File: src/rtl/cla_pkg.sv
package cla_pkg;
  localparam int unsigned SLICE_W_DEF  = 4;
  localparam int unsigned SLICE_N_DEF  = 4;

  typedef struct packed {
    logic gen;
    logic prop;
  } pg_t;
endpackage

File: src/rtl/cla_pg_bits.sv
module cla_pg_bits
  import cla_pkg::*;
#(
  parameter int unsigned W = SLICE_W_DEF
) (
  input  logic [W-1:0] a_i,
  input  logic [W-1:0] b_i,
  output pg_t  [W-1:0] pg_o
);
  for (genvar k = 0; k < W; k++) begin : g_bit
    assign pg_o[k].gen  = a_i[k] & b_i[k];
    assign pg_o[k].prop = a_i[k] | b_i[k];
  end
endmodule

File: src/rtl/cla_lookahead.sv
module cla_lookahead #(
  parameter int unsigned N = 4
) (
  input  logic [N-1:0] g_i,
  input  logic [N-1:0] p_i,
  input  logic         cin_i,
  output logic [N-1:0] c_o,      // c_o[k]: carry out of position k
  output logic         grp_g_o,
  output logic         grp_p_o
);
  // flat sum-of-products per carry, no chained terms
  always_comb begin
    logic acc;
    logic term;
    c_o = '0;
    for (int k = 0; k < N; k++) begin
      acc = cin_i;
      for (int m = 0; m <= k; m++) acc = acc & p_i[m];
      for (int j = 0; j <= k; j++) begin
        term = g_i[j];
        for (int m = j + 1; m <= k; m++) term = term & p_i[m];
        acc = acc | term;
      end
      c_o[k] = acc;
    end
  end

  always_comb begin
    logic acc;
    logic term;
    acc = 1'b0;
    for (int j = 0; j < N; j++) begin
      term = g_i[j];
      for (int m = j + 1; m < N; m++) term = term & p_i[m];
      acc = acc | term;
    end
    grp_g_o = acc;
    grp_p_o = &p_i;
  end

  always_comb begin

    cout_gp_chk: assert (c_o[N-1] == (grp_g_o | (grp_p_o & cin_i)));

    gen_forces_chk: assert (!grp_g_o || c_o[N-1]);

    kill_chk: assert (!(g_i == '0 && !cin_i) || c_o == '0);
  end
endmodule

File: src/rtl/cla_slice.sv
module cla_slice
  import cla_pkg::*;
#(
  parameter int unsigned W = SLICE_W_DEF
) (
  input  logic [W-1:0] a_i,
  input  logic [W-1:0] b_i,
  input  logic         cin_i,
  output logic [W-1:0] sum_o,
  output logic         grp_g_o,
  output logic         grp_p_o
);
  pg_t  [W-1:0] pg;
  logic [W-1:0] g_vec;
  logic [W-1:0] p_vec;
  logic [W-1:0] cout;
  logic [W-1:0] cin_vec;

  cla_pg_bits #(.W(W)) u_pg (
    .a_i  (a_i),
    .b_i  (b_i),
    .pg_o (pg)
  );

  for (genvar k = 0; k < W; k++) begin : g_unpack
    assign g_vec[k] = pg[k].gen;
    assign p_vec[k] = pg[k].prop;
    if (k == 0) begin : g_first
      assign cin_vec[k] = cin_i;
    end else begin : g_rest
      assign cin_vec[k] = cout[k-1];
    end
  end

  cla_lookahead #(.N(W)) u_la (
    .g_i     (g_vec),
    .p_i     (p_vec),
    .cin_i   (cin_i),
    .c_o     (cout),
    .grp_g_o (grp_g_o),
    .grp_p_o (grp_p_o)
  );

  assign sum_o = a_i ^ b_i ^ cin_vec;

  always_comb begin

    slice_sum_chk: assert ({cout[W-1], sum_o} ==
                           ({1'b0, a_i} + {1'b0, b_i} + {{W{1'b0}}, cin_i}));
  end
endmodule

File: src/rtl/cla_adder.sv
module cla_adder
  import cla_pkg::*;
#(
  parameter int unsigned SLICE_W = SLICE_W_DEF,
  parameter int unsigned SLICE_N = SLICE_N_DEF,
  localparam int unsigned W      = SLICE_W * SLICE_N
) (
  input  logic [W-1:0] a_i,
  input  logic [W-1:0] b_i,
  input  logic         c0_i,
  output logic [W-1:0] sum_o,
  output logic         carry_o,
  output logic         prop_o,
  output logic         gen_o
);
  logic [SLICE_N-1:0] sl_g;
  logic [SLICE_N-1:0] sl_p;
  logic [SLICE_N-1:0] sl_cout;
  logic [SLICE_N-1:0] sl_cin;

  for (genvar s = 0; s < SLICE_N; s++) begin : g_slice
    if (s == 0) begin : g_first
      assign sl_cin[s] = c0_i;
    end else begin : g_rest
      assign sl_cin[s] = sl_cout[s-1];
    end

    cla_slice #(.W(SLICE_W)) u_slice (
      .a_i     (a_i[s*SLICE_W +: SLICE_W]),
      .b_i     (b_i[s*SLICE_W +: SLICE_W]),
      .cin_i   (sl_cin[s]),
      .sum_o   (sum_o[s*SLICE_W +: SLICE_W]),
      .grp_g_o (sl_g[s]),
      .grp_p_o (sl_p[s])
    );
  end

  // second level: slice carries all rooted at c0_i
  cla_lookahead #(.N(SLICE_N)) u_top_la (
    .g_i     (sl_g),
    .p_i     (sl_p),
    .cin_i   (c0_i),
    .c_o     (sl_cout),
    .grp_g_o (gen_o),
    .grp_p_o (prop_o)
  );

  assign carry_o = sl_cout[SLICE_N-1];

  always_comb begin

    add_result_chk: assert ({carry_o, sum_o} ==
                            ({1'b0, a_i} + {1'b0, b_i} + {{W{1'b0}}, c0_i}));

    prop_all_chk: assert (prop_o == &(a_i | b_i));

    gen_nocin_chk: assert (gen_o == (({1'b0, a_i} + {1'b0, b_i}) >> W));
  end
endmodule

File: config.mk
export PLATFORM = sky130hd
export DESIGN_NAME = cla_adder
export DESIGN_NICKNAME = d
export VERILOG_FILES = /design/src/rtl/cla_pkg.sv /design/src/rtl/cla_pg_bits.sv /design/src/rtl/cla_lookahead.sv /design/src/rtl/cla_slice.sv /design/src/rtl/cla_adder.sv
export SDC_FILE = /design/constraint.sdc
export NUM_CORES = 1
export LEC_CHECK = 0
export ABC_AREA = 1
export BUFFER_PORTS_ARGS = -buffer_cell sky130_fd_sc_hd__buf_4
export CAP_MARGIN = 30
export CORE_ASPECT_RATIO = 1.2
export CORE_MARGIN = 5
export CORE_UTILIZATION = 45
export DETAILED_ROUTE_END_ITERATION = 6
export PLACE_DENSITY = 0.87
export SYNTH_ARGS = -nofsm -noshare
export SYNTH_HDL_FRONTEND = slang
export SYNTH_SLANG_ARGS = --single-unit
File: constraint.sdc
create_clock -name vclk -period 2.5
set_clock_uncertainty 0.1 [all_clocks]
set_input_delay 0.5 -clock vclk [all_inputs]
set_output_delay 0.5 -clock vclk [all_outputs]
set_load 0.02 [all_outputs]
==> out/results.ini <==
[worst_setup_path]
worstSetupPathType=primary input to output pin
cp_slowest_cell=fa_2
cp.required_ns=1.90
crit_top_cell=nor2_4
cpPeakStageDelay_ns=0.35
critPathCaptureType=output pin
cp.depth=10
worstSetupStartpointType=primary input
cp_cell_sequence=buf_4 > ha_4 > inv_4 > nor2_4 > nor2_4 > nand2_4 > or2_4 > fa_2 > xor2_2 > buf_6
crit_buf_inv=3
critical_path.max_fanout=3
cp.arrival_ns=2.02
path_delay_family=adder cells

[synthesis]
synth.area.top_cells=ha_1, inv_1, nand2_1
avgSynthCellArea_um2=6.83
yosysUniqueCellTypes=20
netlist_area_um2=1170
yosys-top-cells-count=inv_1, ha_1, nand2_1, nand2_2, inv_2
syn-instance-count=172
ys_seq_area_share_pct=0
synth_top_area_share_pct=34.1
synth_top_area_cell=ha_1
syn-num-nets=241
ys_warn_count=0
yosysMostFrequentCell=inv_1

[place]
portBuffers=52
gp_congestion=0.813
hpwl_um=2300
post-place-ws_ns=-0.183

[pwr]
p_leak_nw=1.20
p_per_area_nw_per_um2=263
power_mw=0.597
irDropWorstVdd_mv=0.211

[sta]
setup_violations=11
drv_slew=0
finalHoldWorstSlack_ns=1.32
slew_headroom_pct=79.5
fin_crit_ns=2.62
fin_crit_sh_pct=105
max_clock_freq_ghz=0.381
max_slew.worst_pin.slew_ns=0.305
fin_ws_ns=-0.122
rsz0062_at_grt=yes
hold_viol=0
setup_tns_ns=-0.894

[routing]
dr.pass1.iters=4
ant_nets=0
drt-vias-per-instance=4.73
drc=0
num_vias=1366
wl_um=4120
dr.first_iter.drc_count=26
detail_route.wl_per_cell_um=14.3

[clocking]
hold_buffers=0

[layout]
final_layout_size_suffix_gt1_share_pct=68.0
final_util_pct=89.7
seq_area_um2=0
synthToLayoutAreaGrowth_pct=92.9
clock_buffers=0
design.seq.count=0
diodes=0
fin_nets=327

[status]
status=finished, violations left
violations=negative setup slack

[global_route]
grt_max_degree=6
grt_pass1_vias=1404
overflow=0
grt_pass1_wl_um=5700
antenna_found_initial=0
grtUsageTotal_pct=18.1

[floorplan]
die_h_um=66.0
die_w_um=56.6
die_area_um2=3740
row_count=20
io_pins=52
core_um2=2530
start_util_pct=46.5

[min_path]
hp-class=primary input to output pin
min_to=sum_o[12]
min_path_cells=3
worstHoldStart=b_i[12]

[run]
cap_violations=0

## cells in the final DEF (no fill, tap or decap), types with 2 or more instances in the layout
master,n
buf_4,66
ha_1,15
nor2_1,3
nand2_2,14
ha_2,5
buf_6,15
nand3_4,3
nand2_1,16
buf_8,3
inv_2,18
inv_1,31
xor2_2,2
a21oi_1,2
nand3_2,4
fa_2,3
nor2_4,10
inv_4,9
xor2_1,6
nand3_1,5
nand2_4,4
ha_4,12
## routing by layer
| layer | up-vias | GRT usage [%] | wire length, um |
|---|---|---|---|
| met5 | - | 0 | 0 |
| met4 | 0 | 4.15 | 87 |
| met3 | 8 | 2.34 | 151 |
| met2 | 38 | 37.6 | 2470 |
| met1 | 655 | 18.6 | 1410 |
| li1 | 665 | - | - |
## tightest hold or removal path: stages
cell and delay, ns:
buf_4 0.10, fa_2 0.20, buf_6 0.11
## metrics by stage
stage / area (um^2) / cells
floorplan: 1190 / 172
CTS: 2070 / 284
global route: 2270 / 289
finish: 2270 / 289
detailed placement: 1730 / 271
global placement: 1730 / 271
## timing repair
action                     in CTS  in global routing
resized for setup              70                 39
setup endpoints to repair      10                 15
buffers inserted               13                  6
cloned                          0                  0
pin swaps                      35                 35
## worst max-delay path by stage
stage,endpoint,start
2_1_floorplan,sum_o[5],a_i[1]
3_3_place_gp,sum_o[13],a_i[9]
3_5_place_dp,sum_o[5],a_i[1]
4_1_cts,sum_o[12],b_i[9]
5_1_grt,sum_o[15],a_i[8]
6_report,sum_o[5],a_i[2]
## power by group
group | internal [mW] | total (mW) | switching (mW) | leakage (nW)
logic | 0.293 | 0.597 | 0.304 | 1.20
clock network | 0 | 0 | 0 | 0
registers | 0 | 0 | 0 | 0
total | 0.293 | 0.597 | 0.304 | 1.20
## logic make-up after synthesis
kind of cell             Yosys count  share of synthesized area [%]
AND/OR/NAND/NOR                   62                           30.6
adder cells (fa/ha/maj)           36                           40.9
buffers and inverters             58                           18.5
XOR/XNOR                           9                           6.71
AO/OA/AOI/OAI                      7                           3.30
## final cells by class
cell class	instances	area, um^2
inverter	58	240
multi-input combinational	114	1270
timing repair buffer	84	709
tap	33	41.3
fill	120	262
(Power assumes the default switching activity.)
